### src/rtl/seg_ip_pkg.sv
package seg_ip_pkg;

  localparam int WORD_W    = 16;
  localparam int SEG_SHIFT = 4;
  localparam int PA_W      = WORD_W + SEG_SHIFT;
  localparam int VEC_W     = 8;
  localparam int LEN_W     = 4;
  localparam int OP_W      = 4;

  typedef logic [WORD_W-1:0] word_t;
  typedef logic [PA_W-1:0]   paddr_t;

  typedef enum logic [OP_W-1:0] {
    OP_NOP    = 4'd0,
    OP_STEP   = 4'd1,
    OP_JMP_N  = 4'd2,
    OP_JMP_F  = 4'd3,
    OP_CALL_N = 4'd4,
    OP_RET_N  = 4'd5,
    OP_CALL_F = 4'd6,
    OP_RET_F  = 4'd7,
    OP_SWI    = 4'd8,
    OP_IRET   = 4'd9,
    OP_MOV_CS = 4'd10
  } op_e;

  typedef enum logic [3:0] {
    ST_IDLE,
    ST_PUSH_FLG,
    ST_PUSH_CS,
    ST_PUSH_IP,
    ST_VEC_IP,
    ST_VEC_CS,
    ST_POP_IP,
    ST_POP_CS,
    ST_POP_FLG
  } step_e;

  typedef struct packed {
    logic  cs_we;
    logic  ip_we;
    word_t cs_val;
    word_t ip_val;
  } commit_t;

  // Segment moved up by SEG_SHIFT plus offset; carry past PA_W is dropped.
  function automatic paddr_t phys_addr(input word_t seg, input word_t off);
    phys_addr = (paddr_t'(seg) << SEG_SHIFT) + paddr_t'(off);
  endfunction

  // Vector entry n occupies four bytes: offset word low, segment word high.
  function automatic paddr_t vec_addr(input logic [VEC_W-1:0] num, input logic hi);
    vec_addr = paddr_t'({num, hi, 1'b0});
  endfunction

  // Offset of the instruction following the current one.
  function automatic word_t ret_off(input word_t off, input logic [LEN_W-1:0] len);
    ret_off = off + word_t'(len);
  endfunction

endpackage

### src/rtl/seg_addr_gen.sv
module seg_addr_gen
  import seg_ip_pkg::*;
(
  input  logic   clk,
  input  logic   rst_n,
  input  word_t  cs,
  input  word_t  ip,
  output paddr_t fetch_addr
);

  assign fetch_addr = phys_addr(cs, ip);

  // The segment never reaches the low bits of the sum.
  p_low_bits_r1: assert property (@(posedge clk) disable iff (!rst_n)
    fetch_addr[SEG_SHIFT-1:0] == ip[SEG_SHIFT-1:0]);

  // With a zero offset the address is the segment alone.
  p_zero_off_r1: assert property (@(posedge clk) disable iff (!rst_n)
    (ip == '0) |-> (fetch_addr[PA_W-1:SEG_SHIFT] == cs));

endmodule

### src/rtl/seg_ptr_regs.sv
module seg_ptr_regs
  import seg_ip_pkg::*;
#(
  parameter word_t RST_CS = 16'hFFFF,
  parameter word_t RST_IP = 16'h0000
) (
  input  logic    clk,
  input  logic    rst_n,
  input  commit_t commit,
  input  logic    bad_mov,
  output word_t   cs_q,
  output word_t   ip_q,
  output logic    invalid_op
);

  always_ff @(posedge clk) begin
    if (!rst_n) begin
      cs_q       <= RST_CS;
      ip_q       <= RST_IP;
      invalid_op <= 1'b0;
    end else begin
      if (commit.cs_we) cs_q <= commit.cs_val;
      if (commit.ip_we) ip_q <= commit.ip_val;
      invalid_op <= bad_mov;
    end
  end

  // A refused segment move must not arrive together with a register write.
  p_mov_no_write_r9: assert property (@(posedge clk) disable iff (!rst_n)
    bad_mov |-> !(commit.cs_we || commit.ip_we));

  // While the exception is shown, both registers hold their previous value.
  p_mov_keeps_regs_r9: assert property (@(posedge clk) disable iff (!rst_n)
    invalid_op |-> ($stable(cs_q) && $stable(ip_q)));

endmodule

### src/rtl/seg_xfer_seq.sv
module seg_xfer_seq
  import seg_ip_pkg::*;
(
  input  logic             clk,
  input  logic             rst_n,
  input  logic             op_valid,
  input  logic [OP_W-1:0]  op_code,
  input  logic [LEN_W-1:0] instr_len,
  input  word_t            tgt_ip,
  input  word_t            tgt_cs,
  input  logic [VEC_W-1:0] int_num,
  input  word_t            flags_in,
  input  word_t            cur_cs,
  input  word_t            cur_ip,
  output logic             busy,
  output logic             stk_req,
  output logic             stk_write,
  output word_t            stk_wdata,
  input  logic             stk_ack,
  input  word_t            stk_rdata,
  output logic             ivt_req,
  output paddr_t           ivt_addr,
  input  logic             ivt_ack,
  input  word_t            ivt_rdata,
  output commit_t          commit,
  output logic             bad_mov,
  output logic             flags_valid,
  output word_t            flags_data
);

  step_e            step_q, step_d;
  op_e              kind_q;
  word_t            tcs_q, tip_q, ret_q, flg_q, tmp_q, tmp_d;
  logic [VEC_W-1:0] vec_q;

  op_e   op;
  logic  accept;
  word_t ret_now;
  logic  stk_done;
  logic  ivt_done;

  assign op       = op_e'(op_code);
  assign busy     = (step_q != ST_IDLE);
  assign accept   = op_valid && !busy;
  assign ret_now  = ret_off(cur_ip, instr_len);
  assign stk_done = stk_req && stk_ack;
  assign ivt_done = ivt_req && ivt_ack;

  always_comb begin
    step_d      = step_q;
    tmp_d       = tmp_q;
    commit      = '0;
    bad_mov     = 1'b0;
    stk_req     = 1'b0;
    stk_write   = 1'b0;
    stk_wdata   = '0;
    ivt_req     = 1'b0;
    ivt_addr    = '0;
    flags_valid = 1'b0;
    flags_data  = stk_rdata;
    case (step_q)
      ST_IDLE: begin
        if (op_valid) begin
          case (op)
            OP_STEP: begin
              commit.ip_we  = 1'b1;
              commit.ip_val = ret_now;
            end
            OP_JMP_N: begin
              commit.ip_we  = 1'b1;
              commit.ip_val = tgt_ip;
            end
            OP_JMP_F: begin
              commit.ip_we  = 1'b1;
              commit.ip_val = tgt_ip;
              commit.cs_we  = 1'b1;
              commit.cs_val = tgt_cs;
            end
            OP_MOV_CS: bad_mov = 1'b1;
            OP_CALL_N: step_d = ST_PUSH_IP;
            OP_CALL_F: step_d = ST_PUSH_CS;
            OP_SWI:    step_d = ST_PUSH_FLG;
            OP_RET_N, OP_RET_F, OP_IRET: step_d = ST_POP_IP;
            default: ;
          endcase
        end
      end
      ST_PUSH_FLG: begin
        stk_req   = 1'b1;
        stk_write = 1'b1;
        stk_wdata = flg_q;
        if (stk_done) step_d = ST_PUSH_CS;
      end
      ST_PUSH_CS: begin
        stk_req   = 1'b1;
        stk_write = 1'b1;
        stk_wdata = cur_cs;
        if (stk_done) step_d = ST_PUSH_IP;
      end
      ST_PUSH_IP: begin
        stk_req   = 1'b1;
        stk_write = 1'b1;
        stk_wdata = ret_q;
        if (stk_done) begin
          if (kind_q == OP_SWI) begin
            step_d = ST_VEC_IP;
          end else begin
            commit.ip_we  = 1'b1;
            commit.ip_val = tip_q;
            commit.cs_we  = (kind_q == OP_CALL_F);
            commit.cs_val = tcs_q;
            step_d        = ST_IDLE;
          end
        end
      end
      ST_VEC_IP: begin
        ivt_req  = 1'b1;
        ivt_addr = vec_addr(vec_q, 1'b0);
        if (ivt_done) begin
          tmp_d  = ivt_rdata;
          step_d = ST_VEC_CS;
        end
      end
      ST_VEC_CS: begin
        ivt_req  = 1'b1;
        ivt_addr = vec_addr(vec_q, 1'b1);
        if (ivt_done) begin
          commit.cs_we  = 1'b1;
          commit.cs_val = ivt_rdata;
          commit.ip_we  = 1'b1;
          commit.ip_val = tmp_q;
          step_d        = ST_IDLE;
        end
      end
      ST_POP_IP: begin
        stk_req = 1'b1;
        if (stk_done) begin
          if (kind_q == OP_RET_N) begin
            commit.ip_we  = 1'b1;
            commit.ip_val = stk_rdata;
            step_d        = ST_IDLE;
          end else begin
            tmp_d  = stk_rdata;
            step_d = ST_POP_CS;
          end
        end
      end
      ST_POP_CS: begin
        stk_req = 1'b1;
        if (stk_done) begin
          commit.cs_we  = 1'b1;
          commit.cs_val = stk_rdata;
          commit.ip_we  = 1'b1;
          commit.ip_val = tmp_q;
          step_d        = (kind_q == OP_IRET) ? ST_POP_FLG : ST_IDLE;
        end
      end
      ST_POP_FLG: begin
        stk_req = 1'b1;
        if (stk_done) begin
          flags_valid = 1'b1;
          step_d      = ST_IDLE;
        end
      end
      default: step_d = ST_IDLE;
    endcase
  end

  always_ff @(posedge clk) begin
    if (!rst_n) begin
      step_q <= ST_IDLE;
      kind_q <= OP_NOP;
      tcs_q  <= '0;
      tip_q  <= '0;
      ret_q  <= '0;
      flg_q  <= '0;
      vec_q  <= '0;
      tmp_q  <= '0;
    end else begin
      step_q <= step_d;
      tmp_q  <= tmp_d;
      if (accept) begin
        kind_q <= op;
        tcs_q  <= tgt_cs;
        tip_q  <= tgt_ip;
        ret_q  <= ret_now;
        flg_q  <= flags_in;
        vec_q  <= int_num;
      end
    end
  end

  p_stk_hold_r11: assert property (@(posedge clk) disable iff (!rst_n)
    (stk_req && !stk_ack) |=> (stk_req && $stable(stk_write) && $stable(stk_wdata)));

  p_ivt_hold_r11: assert property (@(posedge clk) disable iff (!rst_n)
    (ivt_req && !ivt_ack) |=> (ivt_req && $stable(ivt_addr)));

  p_one_port_r11: assert property (@(posedge clk) disable iff (!rst_n)
    !(stk_req && ivt_req));

  p_req_busy_r10: assert property (@(posedge clk) disable iff (!rst_n)
    (stk_req || ivt_req) |-> busy);

  p_ignore_busy_r10: assert property (@(posedge clk) disable iff (!rst_n)
    (busy && op_valid) |=> $stable(kind_q));

  p_step_cs_r2: assert property (@(posedge clk) disable iff (!rst_n)
    (accept && op == OP_STEP) |=> $stable(cur_cs));

  p_near_cs_r3: assert property (@(posedge clk) disable iff (!rst_n)
    (accept && op == OP_JMP_N) |=> $stable(cur_cs));

  p_vec_word_r7: assert property (@(posedge clk) disable iff (!rst_n)
    ivt_req |-> (ivt_addr[0] == 1'b0));

endmodule

### src/rtl/seg_ip_unit.sv
module seg_ip_unit
  import seg_ip_pkg::*;
#(
  parameter logic [WORD_W-1:0] RST_CS = 16'hFFFF,
  parameter logic [WORD_W-1:0] RST_IP = 16'h0000
) (
  input  logic              clk,
  input  logic              rst_n,
  input  logic              op_valid,
  input  logic [OP_W-1:0]   op_code,
  input  logic [LEN_W-1:0]  instr_len,
  input  logic [WORD_W-1:0] tgt_ip,
  input  logic [WORD_W-1:0] tgt_cs,
  input  logic [VEC_W-1:0]  int_num,
  input  logic [WORD_W-1:0] flags_in,
  output logic              stk_req,
  output logic              stk_write,
  output logic [WORD_W-1:0] stk_wdata,
  input  logic              stk_ack,
  input  logic [WORD_W-1:0] stk_rdata,
  output logic              ivt_req,
  output logic [PA_W-1:0]   ivt_addr,
  input  logic              ivt_ack,
  input  logic [WORD_W-1:0] ivt_rdata,
  output logic [WORD_W-1:0] cs_out,
  output logic [WORD_W-1:0] ip_out,
  output logic [PA_W-1:0]   fetch_addr,
  output logic              busy,
  output logic              invalid_op,
  output logic              flags_valid,
  output logic [WORD_W-1:0] flags_data
);

  commit_t commit;
  logic    bad_mov;

  seg_xfer_seq u_seq (
    .clk         (clk),
    .rst_n       (rst_n),
    .op_valid    (op_valid),
    .op_code     (op_code),
    .instr_len   (instr_len),
    .tgt_ip      (tgt_ip),
    .tgt_cs      (tgt_cs),
    .int_num     (int_num),
    .flags_in    (flags_in),
    .cur_cs      (cs_out),
    .cur_ip      (ip_out),
    .busy        (busy),
    .stk_req     (stk_req),
    .stk_write   (stk_write),
    .stk_wdata   (stk_wdata),
    .stk_ack     (stk_ack),
    .stk_rdata   (stk_rdata),
    .ivt_req     (ivt_req),
    .ivt_addr    (ivt_addr),
    .ivt_ack     (ivt_ack),
    .ivt_rdata   (ivt_rdata),
    .commit      (commit),
    .bad_mov     (bad_mov),
    .flags_valid (flags_valid),
    .flags_data  (flags_data)
  );

  seg_ptr_regs #(
    .RST_CS (RST_CS),
    .RST_IP (RST_IP)
  ) u_regs (
    .clk        (clk),
    .rst_n      (rst_n),
    .commit     (commit),
    .bad_mov    (bad_mov),
    .cs_q       (cs_out),
    .ip_q       (ip_out),
    .invalid_op (invalid_op)
  );

  seg_addr_gen u_addr (
    .clk        (clk),
    .rst_n      (rst_n),
    .cs         (cs_out),
    .ip         (ip_out),
    .fetch_addr (fetch_addr)
  );

  // Registers move only through commits: no commit, no change.
  p_cs_only_commit_r10: assert property (@(posedge clk) disable iff (!rst_n)
    !commit.cs_we |=> $stable(cs_out));

endmodule

### config.mk
export PLATFORM = sky130hd
export DESIGN_NAME = seg_ip_unit
export DESIGN_NICKNAME = d
export VERILOG_FILES = /design/src/rtl/seg_ip_pkg.sv /design/src/rtl/seg_addr_gen.sv /design/src/rtl/seg_ptr_regs.sv /design/src/rtl/seg_xfer_seq.sv /design/src/rtl/seg_ip_unit.sv
export SDC_FILE = /design/constraint.sdc
export NUM_CORES = 1
export LEC_CHECK = 0
export ABC_AREA = 1
export BUFFER_PORTS_ARGS = -buffer_cell sky130_fd_sc_hd__buf_2
export CORE_MARGIN = 3
export CORE_UTILIZATION = 30
export DETAILED_ROUTE_END_ITERATION = 8
export SYNTH_ARGS = -nofsm -noshare
export SYNTH_HDL_FRONTEND = slang
export SYNTH_HIERARCHICAL = 1
export SYNTH_SLANG_ARGS = --single-unit
export TNS_END_PERCENT = 20
### constraint.sdc
create_clock -name clk -period 3.75 [get_ports clk]
set_clock_uncertainty 0.15 [all_clocks]
set_input_delay 0.1875 -clock clk [delete_from_list [all_inputs] [get_ports clk]]
set_output_delay 0.1875 -clock clk [all_outputs]
set_load 0.005 [all_outputs]
**After elaboration in Yosys (flattened, before gate mapping)**

Cells that the tools add are included.

- Bits in registers: 129
- Input bits: 101
- Output and inout bits: 110
- Logic and storage cells: 105

- $add $sub $neg: 2
- Equality and inequality tests: 33
- Mux-type cells: 43
- Reduce and logical (&&, ||, !) cells: 16

Operator list:

| operator | count |
|---|---|
| 2-to-1 mux 34 bit | 5 |
| 2-to-1 mux 16 bit | 6 |
| case mux 16 bit (5 select lines) | 1 |
| case mux 16 bit (2 select lines) | 2 |
| case mux 16 bit (4 select lines) | 1 |
| case mux 16 bit (3 select lines) | 1 |
| equality test 4 x 3 -> 1 bit (second input constant) | 10 |
| 2-to-1 mux 4 bit | 10 |
| case mux 4 bit (9 select lines) | 1 |
| equality test 4 bit (second input constant) | 6 |
| adder 20 x 16 -> 20 bit | 1 |
| case mux 10 bit (2 select lines) | 1 |
| adder 16 x 4 -> 16 bit | 1 |
| equality test 4 x 2 -> 1 bit (second input constant) | 4 |
| inequality test 2 x 1 -> 1 bit (second input constant) | 8 |
| case mux 4 bit (4 select lines) | 1 |
| 2-to-1 mux 1 bit | 10 |
| AND reduction 10 bit | 1 |
| OR reduction 3 bit | 3 |
| equality test 4 x 1 -> 1 bit (second input constant) | 2 |
| 2-to-1 mux 3 bit | 2 |
| OR reduction 6 bit | 1 |
| inequality test 5 bit (second input constant) | 1 |
| case mux 1 bit (5 select lines) | 1 |
| other kinds (10) | 14 |

**Logic depth before layout (Yosys ltp)**

Gate-level depths: netlist of the first run.

- Depth in word-level cells: 6
- Mapped depth: 15
- Gate-level depth less buffers: 15

**Modules after synthesis**

The synthesis of the first run kept the hierarchy.

Modules (own cells, without submodules):

| module | times used | cells an instance | area an instance (µm²) | seq. area each (µm²) |
|---|---|---|---|---|
| seg_xfer_seq | 1 | 1032 | 6212.2 | 1921.8 |
| seg_ptr_regs | 1 | 174 | 1262.5 | 660.6 |
| seg_addr_gen | 1 | 168 | 862.1 | 0.0 |

**Least setup slack after synthesis of the first run**

Ideal clock, no wire load.

- Path kind: register -> register
- Start point: register u_regs.ip_q[0]
- End point: register u_regs.ip_q[6]
- Setup time: 0.064 ns
- Arrival: 1.798 ns
- Required time: 3.536 ns
- Setup slack: 1.738 ns
- Stages on the path, launching flop included: 16
- Buffers on the path: 0
- Period minus slack after synthesis: 2.012 ns
- Cells stage by stage: dfxtp_1 > ha_1 > fa_1 > nand3_1 > nand3_1 > nand2_1 > nand2_1 > nand2_1 > nand2_1 > nand2_1 > nand3_1 > nand2_1 > inv_1 > nand2_1 > nand2_1 > nor2_1

RTL lines:

| what | line | text |
|---|---|---|
| from (decl) | seg_ptr_regs.sv:12 | `output word_t ip_q,` |
| from (signal assigned) | seg_ptr_regs.sv:23 | `if (commit.ip_we) ip_q <= commit.ip_val;` |

==> results_dict.tcl, run 1 <==
set metrics [dict create \
    outcome "completed" \
    dp.cells 1876 \
    wl_um 30900 \
    nets 1700 \
    grt_pass1_vias 8785 \
    critPathBufInv 3 \
    yosysSeqAreaShare_pct 31.0 \
    finalInstanceArea_sq_um 10600 \
    cts_buffers 17 \
    place.gp.congestion 0.945 \
    critPathTopFamily "simple AND/OR/NAND/NOR gates" \
    cp-start-kind "flop" \
    synth_area_leaders "dfxtp_1 31%, nand2_1 19%, nor2_1 8.1%" \
    cts-root-buf "clkbuf_16" \
    post-route-period-util_pct 79.3 \
    dpl.hpwl_um 23700 \
    setup-violations-final 0 \
    tns_ps 0 \
    drv_slew 0 \
    reg2reg_depth 11 \
    clk_latency_ps 420 \
    syn_inst 1374 \
    firstDrtPassIters 6 \
    seq_area_sq_um 2580 \
    grt_max_degree 74 \
    antenna_found_initial 1 \
    cp_num_cells 11 \
    cp.arrival_ps 3080 \
    synth_fa_ha_area_share_pct 2.88 \
    synth_top_family_by_area "simple AND/OR/NAND/NOR gates" \
    worst_setup_path_end_kind "flop" \
    crit_chain "nor2_2 > nand3_2 > nand3_1 > buf_4 > nand3_1 > nand2_2 > inv_2 > nand3_1 > inv_4 > nand2_1 > nand3_1" \
    synth.mux.area_fraction_pct 0 \
    synth_cell_types 40 \
    syn_area_sq_um 8340 \
    drc_errors 0 \
    n_fill_cell 2981 \
    syn2layout_area_growth_pct 27.0 \
    wl_per_cell_um 15.7 \
    ant_nets 0 \
    worstMarginPinSlew_ps 850 \
    ios 211 \
    start_util_pct 30.8 \
    die-area_sq_um 29800 \
    synth_warnings 6 \
    cp_slowest_stage_delay_ps 480 \
    synth-simple-area-share_pct 38.6 \
    slowest_stage "nand3_1" \
    design.core.area_sq_um 27100 \
    multiInputGateArea_sq_um 4590 \
    clock_power_share_pct 24.5 \
    grt_usage_pct 20.0 \
    p_int_uw 4120 \
    placed_area_sq_um 9380 \
    syn_area_per_cell_sq_um 6.07 \
    yosysTopAreaCell "dfxtp_1" \
    p_leak_uw 0.00513 \
    ir_worst_vdd_uv 410 \
    synth_xor_area_share_pct 0.840 \
    grt_setup_unrepaired "no" \
    synthDominantCellAreaShare_pct 31.0 \
    place_ws_ps 821 \
    dieHeight_um 173 \
    h-tree-depth 4 \
    cts-resized-gates 0 \
    layout-drive-gt1-share_pct 17.4 \
    cts_tree "done" \
    port_buffers 199 \
    max_cap_violations 0 \
    vias 9493 \
    p_switching_uw 3160 \
    vias_per_cell 4.83 \
    first_iter_violations 896 \
    required_ps 3860 \
    grt_pass1_wl_um 48000 \
    cts_max_path_buffers 2 \
    fin_cells 1965 \
    synth_compound_area_share_pct 12.2 \
    holdPathStages 3 \
    whs_ps 34.3 \
    swShare_pct 43.4 \
    power_frac_seq_pct 27.9 \
    path_common_cell "nand3_1" \
    period_minus_slack_ps 2980 \
    antenna_cells 0 \
    path_clk_slew_ps 60 \
    hold_viol 0 \
    maxSlewHeadroom_pct 43.1 \
    p_comb_share_pct 47.6 \
    synth-seq-cells 129 \
    cp_max_fo 17 \
    powerDensity_nw_per_um2 687 \
    maxClockFrequency_ghz 0.336 \
    fp.dieW_um 173 \
    grt-ovfl-total 0 \
    worst_slack_ps 775 \
    rows 60 \
    cts.sinks 129 \
    worstSetupPathType "reg2reg" \
    hold_class "in2reg" \
]
-- timing repair --
action | 4_1_cts | 5_1_grt
endpoints found under the hold margin | 58 | 0
buffers inserted | 0 | 0
hold buffers | 58 | 0
-- final cells by class --
type	instances	share of cell area, %
Clock buffer	17	4.02
Clock inverter	14	1.93
Inverter	174	6.19
Multi-Input combinational cell	991	43.4
Sequential cell	129	24.4
Tap cell	372	4.40
Timing Repair Buffer	268	15.7
-- per-stage QoR --
stage	total power (uW)	utilization, %
after detailed placement	5460	34.6
after CTS	7300	39.1
after global placement	5420	34.6
after floorplan	4350	-
after global routing	7860	39.1
final	7280	39.1
-- cell families after synthesis --
logic type	Yosys count
simple gates	763
buf+inv	264
compound gates	191
flops	129
fa+ha+maj	18
xor+xnor	8
other cells	1
-- power by group through the flow --
stage          logic, uW  clock network [uW]  registers [uW]
2_1_floorplan       2400                   0            1950
3_3_place_gp        3370                   0            2050
3_5_place_dp        3410                   0            2060
4_1_cts             3460                1810            2030
5_1_grt             3910                1870            2070
6_report            3470                1780            2030
-- Yosys cell counts, drive strengths merged --
| library cell | number |
|---|---|
| nand2 | 421 |
| nor2 | 188 |
| inv | 173 |
| dfxtp | 129 |
| nand3 | 100 |
| o21ai | 90 |
| a21oi | 83 |
| buf | 69 |
| nand4 | 31 |
| clkbuf | 21 |
| ha | 16 |
| o211ai | 16 |
| nor3 | 10 |
| nand3b | 6 |
| xor2 | 6 |
| or2 | 4 |
| and2 | 2 |
| fa | 2 |
| xnor2 | 2 |
| a22oi | 1 |
| clkinv | 1 |
| conb | 1 |
| nor4 | 1 |
| o22ai | 1 |
-- state kept, by name, indices dropped and copies added (netlist names) --
register,count
u_seq/tip_q,16
u_regs/invalid_op,1
u_seq/kind_q,4
u_seq/ret_q,16
u_regs/ip_q,16
u_seq/vec_q,8
u_seq/step_q,4
u_seq/flg_q,16
u_seq/tcs_q,16
u_seq/tmp_q,16
u_regs/cs_q,16
-- worst paths after layout --
kind	start	slack [ps]	to
worst max-delay path	u_seq/step_q[2]	770	u_regs/cs_q[8]
worst min register to register	u_seq/tip_q[10]	300	u_seq/tip_q[10]
worst max register to register	u_seq/step_q[2]	770	u_regs/cs_q[8]
worst min-delay path	op_code[1]	30	u_seq/kind_q[1]
-- cell usage in the layout (no fill, tap or decap), types with 10 or more instances in the layout --
master	n
conb_1	11
nor2_1	181
o21ai_0	70
nand3_1	98
clkbuf_16	17
nand4_1	31
ha_1	16
dfxtp_1	129
buf_2	199
a21oi_1	82
inv_2	10
nand2_1	413
inv_1	162
o211ai_1	16
dlygate4sd3_1	58
buf_4	11
o21ai_1	20
-- per-layer routing --
metal / part of all wire, % / vias to the layer above / global-route usage [%]
li1: - / 4712 / -
met5: 0.042 / - / 0
met3: 7.5 / 40 / 3.86
met1: 46 / 4303 / 27.7
met4: 1.7 / 2 / 4.63
met2: 45 / 436 / 32.4
-- worst min-delay path, stage by stage --
cell and delay, ps:
buf_2 140, o21ai_0 110, a21oi_1 120
Power figures use the tool's default switching activity.
==> run 2, diff against run 1 <==
==> constraint.sdc (replaced) <==
create_clock -name clk -period 2.4 [get_ports clk]
set_clock_uncertainty 0.15 [all_clocks]
set_input_delay 0.12 -clock clk [delete_from_list [all_inputs] [get_ports clk]]
set_output_delay 0.12 -clock clk [all_outputs]
set_load 0.005 [all_outputs]
==> results_dict.tcl, run 2 (synthesis results as in run 1) <==
set metrics [dict create \
    outcome "completed" \
    use_met1_pct 29.4 \
    n_fill_cell 2928 \
    vias 9731 \
    ir_worst_vdd_uv 515 \
    most-common-layout-cells "412 x nand2_1, 199 x buf_2, 181 x nor2_1, 161 x inv_1, 120 x dfxtp_1" \
    post-route-period-util_pct 94.3 \
    crit_path_start "u_regs/cs_q[0]" \
    grt_max_degree 67 \
    slowest_stage "fa_2" \
    dpl.hpwl_um 25200 \
    cts_max_path_buffers 2 \
    holdPathEnd "u_seq/tmp_q[0]" \
    fp.dieW_um 173 \
    powerDensity_nw_per_um2 1040 \
    grt_util_met2_pct 34.4 \
    h-tree-depth 4 \
    r2r_slack_ps 140 \
    cts-root-buf "clkbuf_16" \
    p_leak_uw 0.00545 \
    hold_class "in2reg" \
    vias_per_cell 4.79 \
    required_ps 2130 \
    maxClockFrequency_ghz 0.442 \
    clk_latency_ps 420 \
    cp.arrival_ps 1990 \
    cts_buffers 17 \
    path_clk_slew_ps 60 \
    crit_chain "ha_2 > fa_2 > nand2_1 > nand2_1 > and2_4 > nand3_1 > nand3_1 > nand2_1 > nand2_1 > buf_2" \
    worst_setup_path_end_kind "primary output" \
    maxSlewHeadroom_pct 48.4 \
    grt_pass1_vias 9132 \
    critPathTopFamily "adder cells" \
    whs_ps 21.9 \
    drc_errors 0 \
    firstDrtPassIters 6 \
    r2r-end "u_regs/ip_q[5]" \
    first_iter_violations 952 \
    use_met3_pct 4.28 \
    grt_setup_unrepaired "yes" \
    layout_commonest_cell "nand2_1" \
    worstSetupPathType "reg2out" \
    setup-violations-final 0 \
    dieHeight_um 173 \
    r2r_start "u_regs/ip_q[3]" \
    reg2reg_depth 14 \
    antenna_found_initial 1 \
    min_from "stk_rdata[0]" \
    cp_max_fo 3 \
    period_minus_slack_ps 2260 \
    cts.sinks 129 \
    grt_usage_pct 21.4 \
    cp-start-kind "flop" \
    ant_nets 0 \
    antenna_cells 0 \
    wl_um 32500 \
    drv_slew 0 \
    path_common_cell "nand2_1" \
    worstMarginPinSlew_ps 773 \
    cp_num_cells 10 \
    port_buffers 199 \
    critPathBufInv 1 \
    die-area_sq_um 29800 \
    rows 60 \
    grt_pass1_wl_um 50700 \
    design.core.area_sq_um 27100 \
    grt-ovfl-total 0 \
    max_cap_violations 0 \
    holdPathStages 7 \
    wl_per_cell_um 16.0 \
    syn2layout_area_growth_pct 34.1 \
    start_util_pct 30.8 \
    utilization_pct 41.3 \
    gr-max-usage-layer "met2" \
    nets 1767 \
    cts_tree "done" \
    place.gp.congestion 0.950 \
    cp_slowest_stage_delay_ps 350 \
    layout-drive-gt1-share_pct 20.1 \
    hold_viol 0 \
    ios 211 \
]
==> run 2: cell types whose count changed in the layout (fill, tap and decap cells not counted), moves of 2 or more <==
cell           change
buf_12             +3
buf_4             +36
bufinv_16          -3
dfxtp_1            -9
dfxtp_2            +8
dlygate4sd3_1     +27
ha_1               -2
ha_2               +2
inv_6              +4
==> run 2: layer usage <==
| metal | vias up | wire length, um | part of all wire [%] |
|---|---|---|---|
| li1 | 4854 | - | - |
| met1 | 4456 | 14800 | 46 |
| met2 | 384 | 14800 | 46 |
| met3 | 35 | 2350 | 7.2 |
| met4 | 2 | 531 | 1.6 |
| met5 | - | 11 | 0.034 |
==> run 2: final cells by class <==
type | count | area (sq um) | area share (%)
clock buffer | 17 | 425 | 3.81
clock inverter | 15 | 148 | 1.32
inverter | 174 | 656 | 5.86
multi-input combinational | 991 | 4620 | 41.3
sequential | 129 | 2600 | 23.2
tap | 372 | 465 | 4.16
timing repair buffer | 335 | 2270 | 20.3
==> run 2: timing repair <==
action | in CTS | in global routing
pin swaps | 0 | 1
endpoints found under the setup margin | 2 | 21
gates cloned | 0 | 0
setup buffers | 0 | 1
gates resized for setup | 1 | 18
hold buffers | 85 | 0
hold endpoints to repair | 77 | 0
==> run 2: worst reg2reg max path, stage by stage (launching register included) <==
cell,delay (ps)
dfxtp_1,340
ha_1,360
nand2_1,160
nor2_1,60
nand2_1,80
nand3_1,200
nand2_1,110
nand3_1,190
nor2_1,190
nor2_1,60
nand2_1,60
inv_1,40
nand2_1,40
nand2_1,50
nor2_1,100
==> run 2: worst max-delay path by stage <==
stage / slack, ps / endpoint
6_report: 140 / fetch_addr[16]
4_1_cts: 20 / fetch_addr[18]
3_5_place_dp: 170 / u_regs/ip_q[6]
5_1_grt: -50 / u_regs/ip_q[6]
3_3_place_gp: 200 / u_regs/ip_q[5]
2_1_floorplan: 390 / u_regs/ip_q[6]
==> run 2: power breakdown <==
part / switching, uW / internal [uW] / leakage [uW]
logic: 3650 / 2300 / 0.00410
registers: 382 / 2730 / 0.00106
clock network: 1100 / 1460 / 0.000280
total: 5130 / 6480 / 0.00545
==> run 2: stage by stage <==
step	std cells	total power (uW)	worst slack, ps	TNS (ps)	cell area, sq um
after CTS	2033	11600	24.7	0	11100
final	2033	11600	136	0	11200
after global placement	1916	8770	195	0	9710
after global routing	2033	12600	-50.4	-64.2	11200
after detailed placement	1916	8830	174	0	9710
after floorplan	1384	6800	388	0	8370
